--- config.mk ---
export PLATFORM = sky130hd
export DESIGN_NAME = pm_idle_timers
export DESIGN_NICKNAME = d
export VERILOG_FILES = /design/src/rtl/pm_timer_pkg.sv /design/src/rtl/pm_prescaler.sv /design/src/rtl/pm_countdown.sv /design/src/rtl/pm_regs.sv /design/src/rtl/pm_idle_timers.sv
export SDC_FILE = /design/constraint.sdc
export NUM_CORES = 1
export LEC_CHECK = 0
export BUFFER_PORTS_ARGS = -buffer_cell sky130_fd_sc_hd__buf_2
export CAP_MARGIN = 20
export CORE_ASPECT_RATIO = 1.75
export CORE_MARGIN = 5
export CORE_UTILIZATION = 25
export DETAILED_ROUTE_END_ITERATION = 8
export PLACE_DENSITY = 0.49
export SYNTH_ARGS = -nofsm -noshare
export SYNTH_HDL_FRONTEND = slang
export SYNTH_HIERARCHICAL = 1
export SYNTH_SLANG_ARGS = --single-unit
--- constraint.sdc ---
create_clock -name clk -period 2.5 [get_ports clk]
set_clock_uncertainty 0.05 [all_clocks]
set_input_delay 0.125 -clock clk [delete_from_list [all_inputs] [get_ports clk]]
set_output_delay 0.125 -clock clk [all_outputs]
set_load 0.01 [all_outputs]
--- src/rtl/pm_timer_pkg.sv ---
package pm_timer_pkg;
    localparam int NRATE = 4;
    localparam int TBW   = 2;
    localparam int EVW   = 8;
    localparam int NTMR  = 2;

    // word addresses
    localparam int A_CTRL  = 0;
    localparam int A_INIT0 = 1;
    localparam int A_INIT1 = 2;
    localparam int A_STS   = 3;
    localparam int A_SMIEN = 4;
    localparam int A_PMASK = 5;
    localparam int A_PSEL  = 6;
    localparam int A_CNT0  = 7;
    localparam int A_CNT1  = 8;

    // control word bit positions
    localparam int C_TB0   = 0;
    localparam int C_START = 4;
    localparam int C_AUTO  = 6;
    localparam int C_PRLD  = 8;
    localparam int C_PIRQ  = 9;
    localparam int CTRL_W  = 10;

    // activity qualification
    localparam logic [EVW-1:0] PRI_MASK = 8'hF9;
    localparam logic [EVW-1:0] PER_MASK = 8'hD8;
    localparam int             EV_PIRQ  = 1;
endpackage

--- src/rtl/pm_prescaler.sv ---
module pm_prescaler
    import pm_timer_pkg::*;
#(
    parameter int STEP = 4
) (
    input  logic             clk,
    input  logic             rst_n,
    output logic [NRATE-1:0] tick_o
);
    localparam int PW = STEP * (NRATE - 1);

    typedef struct packed {
        logic [PW-1:0] pre;
    } pre_s;

    pre_s s_d, s_q;

    always_comb begin
        s_d     = s_q;
        s_d.pre = s_q.pre + 1'b1;
    end

    always_ff @(posedge clk) begin
        if (!rst_n) s_q <= '0;
        else        s_q <= s_d;
    end

    assign tick_o[0] = 1'b1;
    for (genvar i = 1; i < NRATE; i++) begin : g_rate
        assign tick_o[i] = &s_q.pre[STEP*i-1:0];
    end

    // the divide-by-16 tick is never high on two edges in a row
    p_tick_gap_r10: assert property (@(posedge clk) disable iff (!rst_n)
        tick_o[1] |=> !tick_o[1]);
endmodule

--- src/rtl/pm_countdown.sv ---
module pm_countdown #(
    parameter int CW = 16
) (
    input  logic          clk,
    input  logic          rst_n,
    input  logic          run_i,
    input  logic          load_i,
    input  logic          reload_i,
    input  logic          tick_i,
    input  logic          auto_i,
    input  logic [CW-1:0] init_i,
    output logic [CW-1:0] cnt_o,
    output logic          expire_o
);
    typedef struct packed {
        logic [CW-1:0] cnt;
    } cd_s;

    cd_s s_d, s_q;

    always_comb begin
        s_d      = s_q;
        expire_o = 1'b0;
        if (load_i) begin
            s_d.cnt = init_i;
        end else if (run_i && reload_i) begin
            s_d.cnt = init_i;
        end else if (run_i && tick_i && s_q.cnt != '0) begin
            if (s_q.cnt == CW'(1)) begin
                expire_o = 1'b1;
                s_d.cnt  = auto_i ? init_i : '0;
            end else begin
                s_d.cnt = s_q.cnt - 1'b1;
            end
        end
    end

    always_ff @(posedge clk) begin
        if (!rst_n) s_q <= '0;
        else        s_q <= s_d;
    end

    assign cnt_o = s_q.cnt;

    // a stopped timer with no start write holds its count
    p_freeze_r6: assert property (@(posedge clk) disable iff (!rst_n)
        (!run_i && !load_i) |=> $stable(s_q.cnt));

    // after a timeout the count is the initial value or zero
    p_after_expire_r5: assert property (@(posedge clk) disable iff (!rst_n)
        expire_o |=> (s_q.cnt == ($past(auto_i) ? $past(init_i) : '0)));

    // a qualified reload restores the initial count
    p_reload_r7: assert property (@(posedge clk) disable iff (!rst_n)
        (run_i && reload_i && !load_i) |=> (s_q.cnt == $past(init_i)));
endmodule

--- src/rtl/pm_regs.sv ---
module pm_regs
    import pm_timer_pkg::*;
#(
    parameter int AW = 4,
    parameter int DW = 16,
    parameter int CW = 16
) (
    input  logic                     clk,
    input  logic                     rst_n,
    input  logic                     wr_en,
    input  logic [AW-1:0]            wr_addr,
    input  logic [DW-1:0]            wr_data,
    input  logic [AW-1:0]            rd_addr,
    output logic [DW-1:0]            rd_data,
    input  logic [NTMR-1:0]          expire_i,
    input  logic [NTMR-1:0][CW-1:0]  cnt_i,
    output logic [NTMR-1:0]          run_o,
    output logic [NTMR-1:0]          auto_o,
    output logic [NTMR-1:0]          load_o,
    output logic [NTMR-1:0][TBW-1:0] tb_o,
    output logic [NTMR-1:0][CW-1:0]  init_o,
    output logic                     prld_o,
    output logic                     pirq_o,
    output logic [EVW-1:0]           pmask_o,
    output logic [EVW-1:0]           psel_o,
    output logic                     smi_o
);
    typedef struct packed {
        logic [CTRL_W-1:0] ctrl;
        logic [CW-1:0]     init0;
        logic [CW-1:0]     init1;
        logic [NTMR-1:0]   sts;
        logic [NTMR-1:0]   smien;
        logic [EVW-1:0]    pmask;
        logic [EVW-1:0]    psel;
    } reg_s;

    reg_s            s_d, s_q;
    logic [NTMR-1:0] clr;

    always_comb begin
        s_d    = s_q;
        load_o = '0;
        clr    = '0;
        if (wr_en) begin
            case (wr_addr)
                AW'(A_CTRL): begin
                    s_d.ctrl = wr_data[CTRL_W-1:0];
                    load_o   = wr_data[C_START +: NTMR];
                end
                AW'(A_INIT0): s_d.init0 = wr_data[CW-1:0];
                AW'(A_INIT1): s_d.init1 = wr_data[CW-1:0];
                AW'(A_STS):   clr       = wr_data[NTMR-1:0];
                AW'(A_SMIEN): s_d.smien = wr_data[NTMR-1:0];
                AW'(A_PMASK): s_d.pmask = wr_data[EVW-1:0];
                AW'(A_PSEL):  s_d.psel  = wr_data[EVW-1:0];
                default: ;
            endcase
        end
        // a timeout on the clearing edge keeps the flag set
        s_d.sts = (s_q.sts & ~clr) | expire_i;
    end

    always_ff @(posedge clk) begin
        if (!rst_n) s_q <= '0;
        else        s_q <= s_d;
    end

    always_comb begin
        case (rd_addr)
            AW'(A_CTRL):  rd_data = DW'(s_q.ctrl);
            AW'(A_INIT0): rd_data = DW'(s_q.init0);
            AW'(A_INIT1): rd_data = DW'(s_q.init1);
            AW'(A_STS):   rd_data = DW'(s_q.sts);
            AW'(A_SMIEN): rd_data = DW'(s_q.smien);
            AW'(A_PMASK): rd_data = DW'(s_q.pmask);
            AW'(A_PSEL):  rd_data = DW'(s_q.psel);
            AW'(A_CNT0):  rd_data = DW'(cnt_i[0]);
            AW'(A_CNT1):  rd_data = DW'(cnt_i[1]);
            default:      rd_data = '0;
        endcase
    end

    for (genvar t = 0; t < NTMR; t++) begin : g_fields
        assign run_o[t]  = s_q.ctrl[C_START + t];
        assign auto_o[t] = s_q.ctrl[C_AUTO + t];
        assign tb_o[t]   = s_q.ctrl[C_TB0 + TBW*t +: TBW];
    end
    assign init_o[0] = s_q.init0;
    assign init_o[1] = s_q.init1;
    assign prld_o    = s_q.ctrl[C_PRLD];
    assign pirq_o    = s_q.ctrl[C_PIRQ];
    assign pmask_o   = s_q.pmask;
    assign psel_o    = s_q.psel;
    assign smi_o     = |(s_q.sts & s_q.smien);

    // a timeout always leaves its flag set, even against a clear
    p_set_wins_r4: assert property (@(posedge clk) disable iff (!rst_n)
        (|expire_i) |=> ((s_q.sts & $past(expire_i)) == $past(expire_i)));

    // a clear with no competing timeout drops the flag
    p_w1c_r4: assert property (@(posedge clk) disable iff (!rst_n)
        (wr_en && wr_addr == AW'(A_STS) && wr_data[0] && !expire_i[0])
        |=> !s_q.sts[0]);
endmodule

--- src/rtl/pm_idle_timers.sv ---
module pm_idle_timers
    import pm_timer_pkg::*;
#(
    parameter int AW   = 4,
    parameter int DW   = 16,
    parameter int CW   = 16,
    parameter int STEP = 4
) (
    input  logic           clk,
    input  logic           rst_n,
    input  logic           wr_en,
    input  logic [AW-1:0]  wr_addr,
    input  logic [DW-1:0]  wr_data,
    input  logic [AW-1:0]  rd_addr,
    output logic [DW-1:0]  rd_data,
    input  logic [EVW-1:0] act_evt,
    output logic           smi_req
);
    logic [NRATE-1:0]          tick_v;
    logic [NTMR-1:0]           run, auto_rl, load, reload, tick, expire;
    logic [NTMR-1:0][TBW-1:0]  tb;
    logic [NTMR-1:0][CW-1:0]   init, cnt;
    logic                      prld, pirq;
    logic [EVW-1:0]            pmask, psel;

    pm_prescaler #(.STEP(STEP)) u_pre (
        .clk    (clk),
        .rst_n  (rst_n),
        .tick_o (tick_v)
    );

    pm_regs #(.AW(AW), .DW(DW), .CW(CW)) u_regs (
        .clk      (clk),
        .rst_n    (rst_n),
        .wr_en    (wr_en),
        .wr_addr  (wr_addr),
        .wr_data  (wr_data),
        .rd_addr  (rd_addr),
        .rd_data  (rd_data),
        .expire_i (expire),
        .cnt_i    (cnt),
        .run_o    (run),
        .auto_o   (auto_rl),
        .load_o   (load),
        .tb_o     (tb),
        .init_o   (init),
        .prld_o   (prld),
        .pirq_o   (pirq),
        .pmask_o  (pmask),
        .psel_o   (psel),
        .smi_o    (smi_req)
    );

    always_comb begin
        reload[0] = (prld && |(act_evt & pmask & PRI_MASK))
                  || (pirq && act_evt[EV_PIRQ]);
        reload[1] = |(act_evt & psel & PER_MASK);
    end

    for (genvar t = 0; t < NTMR; t++) begin : g_tmr
        assign tick[t] = tick_v[tb[t]];
        pm_countdown #(.CW(CW)) u_cd (
            .clk      (clk),
            .rst_n    (rst_n),
            .run_i    (run[t]),
            .load_i   (load[t]),
            .reload_i (reload[t]),
            .tick_i   (tick[t]),
            .auto_i   (auto_rl[t]),
            .init_i   (init[t]),
            .cnt_o    (cnt[t]),
            .expire_o (expire[t])
        );
    end

    // the primary-interrupt line cannot reload timer 0 on its own without its enable
    p_pirq_gate_r8: assert property (@(posedge clk) disable iff (!rst_n)
        (run[0] && !load[0] && !pirq && act_evt == 8'h02 && !tick[0])
        |=> $stable(cnt[0]));
endmodule

== Yosys cells after proc, flatten, opt, wreduce, memory -nomap -nowiden ==
Index checks and enable logic that the tools add are counted.

* Bits in registers: 106
* Bits in latches: 0
* Memory bits (writable): 0
* ROM bits: 0
* Output and inout port bits: 17
* Word-level logic and storage cells: 91
* Memories kept: 0

* $add $sub $neg: 3
* Multiply operators: 0
* Divide/modulo/power cells: 0
* Magnitude comparators: 2
* Equality and inequality tests: 16
* Shifts and indexed selects: 0
* Multiplexer cells: 27
* Bitwise logic cells: 6
* Reduce and logical (&&, ||, !) cells: 27

{| class="wikitable"
|+ Operators by type and width
! cell !! count
|-
| $mux 16 || 10
|-
| $pmux 16 s9 || 1
|-
| $eq 16x1->1 const B || 2
|-
| $reduce_bool 16->1 || 2
|-
| $sub 16x1->16 const B || 2
|-
| $eq 4x3->1 const B || 7
|-
| $and 8x8->8 || 2
|-
| $eq 4x2->1 const B || 4
|-
| $add 12x1->12 const B || 1
|-
| $reduce_and 12->1 || 1
|-
| $reduce_and 2->1 || 6
|-
| $mux 1 || 10
|-
| $eq 4x1->1 const B || 2
|-
| $logic_and 1x1->1 || 8
|-
| $logic_not 4->1 || 2
|-
| $mux 2 || 4
|-
| $reduce_and 8->1 || 1
|-
| $lt 2x3->1 const B || 2
|-
| $reduce_bool 3->1 || 2
|-
| $reduce_or 6->1 || 1
|-
| $and 2x2->2 || 2
|-
| $bmux 1 s2 || 2
|-
| $eq 4x4->1 const B || 1
|-
| $reduce_and 4->1 || 1
|-
| other kinds (5) || 5
|}

== Depth between registers and ports, before layout ==
* Depth after elaboration: 9
* Mapped depth: 11

== Modules after synthesis ==
Netlist, hierarchy kept.

{| class="wikitable"
|+ Modules (own cells, without submodules)
! module !! instances !! cells an instance !! area each (µm²)
|-
| pm_regs || 1 || 428 || 3652.3
|-
| pm_countdown || 2 || 156 || 1144.8
|-
| pm_prescaler || 1 || 59 || 520.5
|-
| pm_idle_timers || 1 || 10 || 100.1
|}

== Least setup slack after synthesis ==
No wires, ideal clock.

* Path kind: reg2reg
* Start point: reg u_pre/s_q[0] (netlist bit)
* End point: reg g_tmr[0].u_cd.s_q, in the netlist g_tmr[0].u_cd/cnt_o[5]
* Setup time: 0.075 ns
* Arrival time: 2.032 ns
* Setup slack: 0.344 ns
* Cell stages (with the launch flop): 11
* Path through: dfxtp_1 -> ha_1 -> nand3_2 -> nor3_1 -> mux4_2 -> nand2_1 -> nand2_1 -> o21a_1 -> nand2_1 -> buf_2 -> o22ai_1

* Word-level cells in the longest chain between the ends: 6
* Elaborated cells between the ends (all ways): 8

{| class="wikitable"
|+ Ends and longest elaborated chain
! element !! RTL line !! RTL
|-
| start, declared || pm_prescaler.sv:16 || <nowiki>pre_s s_d, s_q;</nowiki>
|-
| start signal, assigned || pm_prescaler.sv:24 || <nowiki>if (!rst_n) s_q <= '0;</nowiki>
|-
| start signal, assigned || pm_prescaler.sv:25 || <nowiki>else s_q <= s_d;</nowiki>
|-
| $reduce_and 8->1 || pm_prescaler.sv:30 || <nowiki>assign tick_o[i] = &s_q.pre[STEP*i-1:0];</nowiki>
|-
| via tick_v[2] || pm_idle_timers.sv:19 || <nowiki>logic [NRATE-1:0] tick_v;</nowiki>
|-
| $bmux 1 s2 || pm_idle_timers.sv:61 || <nowiki>assign tick[t] = tick_v[tb[t]];</nowiki>
|-
| $mux 1 (not written as such) || pm_idle_timers.sv:61 ||
|-
| via tick[0] || pm_idle_timers.sv:20 || <nowiki>logic [NTMR-1:0] run, auto_rl, load, reload, tick, expire;</nowiki>
|-
| $logic_and 1x1->1 (2 in a row) || pm_countdown.sv:28 || <nowiki>end else if (run_i && tick_i && s_q.cnt != '0) begin</nowiki>
|-
| $reduce_bool 3->1 (no source line) || - ||
|-
| end signal, assigned || pm_countdown.sv:39 || <nowiki>if (!rst_n) s_q <= '0;</nowiki>
|-
| end signal, assigned || pm_countdown.sv:40 || <nowiki>else s_q <= s_d;</nowiki>
|-
| end, declared || pm_countdown.sv:19 || <nowiki>cd_s s_d, s_q;</nowiki>
|}

The timed path passes the listed nets, and every way through them passes these cells. The select of a mux whose other input is x is not followed.
A chain may end at the register's enable or synchronous reset.

== Final worst setup path ==
* Start point: reg u_pre/s_q[1] (netlist bit)
* End point: reg g_tmr[1].u_cd.s_q, in the netlist g_tmr[1].u_cd/cnt_o[15]

* Word-level cells in the longest chain between the ends: 6
* Elaborated cells between the ends (all ways): 8

{| class="wikitable"
|+ Ends and longest elaborated chain
! element !! RTL line
|-
| $reduce_and 12->1 || pm_prescaler.sv:30
|-
| via tick_v[3] || pm_idle_timers.sv:19
|-
| $bmux 1 s2 || pm_idle_timers.sv:61
|-
| $mux 1 (not written as such) || pm_idle_timers.sv:61
|-
| via tick[1] || pm_idle_timers.sv:20
|-
| $logic_and 1x1->1 (2 in a row) || pm_countdown.sv:28
|-
| $reduce_bool 3->1 (no source line) || -
|-
| end signal, assigned || pm_countdown.sv:39
|-
| end signal, assigned || pm_countdown.sv:40
|-
| end, declared || pm_countdown.sv:19
|}

The timed path passes the listed nets, and every way through them passes these cells. The select of a mux whose other input is x is not followed.

==> impl_metrics.json <==
{
  "power.density_nw_per_um2": 490,
  "drt_pass1_iterations": 5,
  "slew_headroom": 0.440,
  "slowest_stage": "dfxtp_1",
  "area_delta_synth_final_pct": 11.9,
  "clkPwrFrac": 0.427,
  "finalSetupViolCount": 0,
  "power_switching_share": 0.264,
  "final_hold_viol_count": 0,
  "p_seq_frac": 0.483,
  "die_w_um": 132,
  "ff2ff_path_depth": 10,
  "antenna_found_initial": 0,
  "switchingPower_uw": 945,
  "syn_nets": 843,
  "drive_above_1_share": 0.171,
  "avgSynthCellArea_um2": 8.12,
  "finalCritPeriodShare": 0.935,
  "required_ps": 2710,
  "remaining_drc_errors": 0,
  "fin_nets": 855,
  "place_congestion": 0.874,
  "ant_nets": 0,
  "start_kind": "flop",
  "row_count": 78,
  "grt_pass1_vias": 6029,
  "arrival_ps": 2550,
  "grt_max_degree": 29,
  "slew_viol_final": 0,
  "track_usage": 0.155,
  "clk_latency_ps": 370,
  "grt_pass1_wl_mm": 35.8,
  "clock-sinks": 106,
  "utilization": 0.282,
  "gr-total-overflow": 0,
  "drt_first_iter_violations": 419,
  "path_cells": "ha_2, nand3_2, nor4_4, mux4_2, nand2_1, nand2_1, o21ai_1, buf_4, o211ai_1, o21ai_1",
  "via_per_inst": 5.36,
  "fmax_ghz": 0.428,
  "critPathMaxFanout": 5,
  "cts_tree": "built",
  "p_int_mw": 2.63,
  "drv_cap": 0,
  "vias": 6114,
  "cpPeakStageDelay_ps": 360,
  "hold_depth": 3,
  "dpl_cell_area_um2": 6850,
  "syn_area_um2": 6520,
  "cp-end-kind": "flop",
  "die_h_um": 224,
  "p_leak_nw": 2.80,
  "totalWireLength_mm": 23.3,
  "core_um2": 25900,
  "antennaDiodeCount": 0,
  "cts_buffers": 9,
  "power_frac_comb": 0.090,
  "port_buffers": 50,
  "crit_type": "flop to flop",
  "wire_per_inst_um": 20.4,
  "stdcell_area_um2": 7290,
  "final.min_clock_period_ps": 2340,
  "hpwl_mm": 18.0,
  "ios": 52,
  "htree_levels": 3,
  "hp-class": "primary input to flop",
  "syn_inst": 803,
  "start_util": 0.252,
  "worst_pin_slew_ps": 834,
  "clkSlewWorstSetupHoldPaths_ps": 80,
  "num-fill-cells": 2760,
  "cts-root-buf": "clkbuf_16",
  "vdd_ir_drop_max_mv": 0.334,
  "outcome": "finished clean",
  "ys_warn_count": 6,
  "max-clock-path-buffers": 2,
  "die-area_um2": 29500
}
worst max-delay path, delay by kind of cell, from the launching register on:
kind / cells / cell delay (ps)
mux: 1 / 280
fa+ha+maj: 1 / 210
flops: 1 / 360
simple gates: 4 / 670
buf+inv: 1 / 210
compound gates: 3 / 440
layout by cell type, fill, tap and decap left out, types with 8 or more instances in the layout:
cell	count
a21boi_0	12
a21boi_1	20
a21oi_1	52
a22oi_1	39
and3_1	8
buf_2	50
buf_4	42
clkbuf_16	9
dfxtp_1	105
dlygate4sd3_1	9
inv_1	14
mux2i_1	36
nand2_1	97
nand3_1	17
nor2_1	37
nor2b_1	33
nor3_1	9
o211ai_1	9
o21ai_0	33
o21ai_1	20
o22ai_1	21
state kept, by name (all words and copies together) (netlist names):
register and flops:
g_tmr.u_cd/cnt_o 32, u_regs/init_o 32, u_pre/s_q 12, u_regs/pmask_o 8
u_regs/psel_o 8, u_regs/s_q 4, u_regs/tb_o 4, u_regs/auto_o 2
u_regs/run_o 2, u_regs/pirq_o 1, u_regs/prld_o 1
final cells by class:
| cell class | count | area (um^2) | area share |
|---|---|---|---|
| tap | 320 | 400 | 0.0549 |
| clock inverter | 7 | 85.1 | 0.0117 |
| clock buffer | 9 | 225 | 0.0309 |
| sequential | 106 | 2120 | 0.291 |
| timing repair buffer | 101 | 656 | 0.0899 |
| multi-input combinational | 582 | 3750 | 0.514 |
| inverter | 15 | 56.3 | 0.00772 |
final timing paths:
kind,from,slack [ps],endpoint
setup / recovery,u_pre/s_q[1],160,g_tmr[1].u_cd/cnt_o[15]
hold reg to reg,u_pre/s_q[0],390,u_pre/s_q[0]
setup reg to reg,u_pre/s_q[1],160,g_tmr[1].u_cd/cnt_o[15]
hold / removal,wr_data[1],30,u_regs/init_o[17]
power by group through the flow:
stage               combinational [mW]  clock, mW  sequential [mW]
finish                           0.320       1.53             1.73
global route                     0.347       1.64             1.73
CTS                              0.319       1.58             1.73
detailed placement               0.306          0             1.77
global placement                 0.306          0             1.77
floorplan                        0.195          0             1.76
routing by layer:
layer  global-route usage  up-vias  part of all wire
li1                     -     2905                 -
met1                0.164     2966              0.38
met2                0.283      188              0.52
met3               0.0292       55             0.037
met4               0.0920        0             0.056
met5                    0        -                 0
stage by stage:
| step | setup WS (ps) | TNS (ps) | cells | power [mW] | hold slack, ps |
|---|---|---|---|---|---|
| 2_1_floorplan | 344 | 0 | 803 | 1.95 | 197 |
| 3_3_place_gp | 44.0 | 0 | 1115 | 2.07 | 334 |
| 3_5_place_dp | -57.3 | -338 | 1115 | 2.07 | 338 |
| 4_1_cts | 61.2 | 0 | 1140 | 3.63 | 6.01 |
| 5_1_grt | -23.1 | -52.6 | 1140 | 3.72 | 27.3 |
| 6_report | 162 | 0 | 1140 | 3.57 | 26.4 |
what timing repair did:
item / in CTS / in global routing
resized for setup: 3 / 7
hold endpoints to repair: 16 / 0
endpoints found under the setup margin: 20 / 31
setup buffers: 0 / 0
hold buffers: 9 / 0
Note: power is estimated with default switching activity, not from simulation.
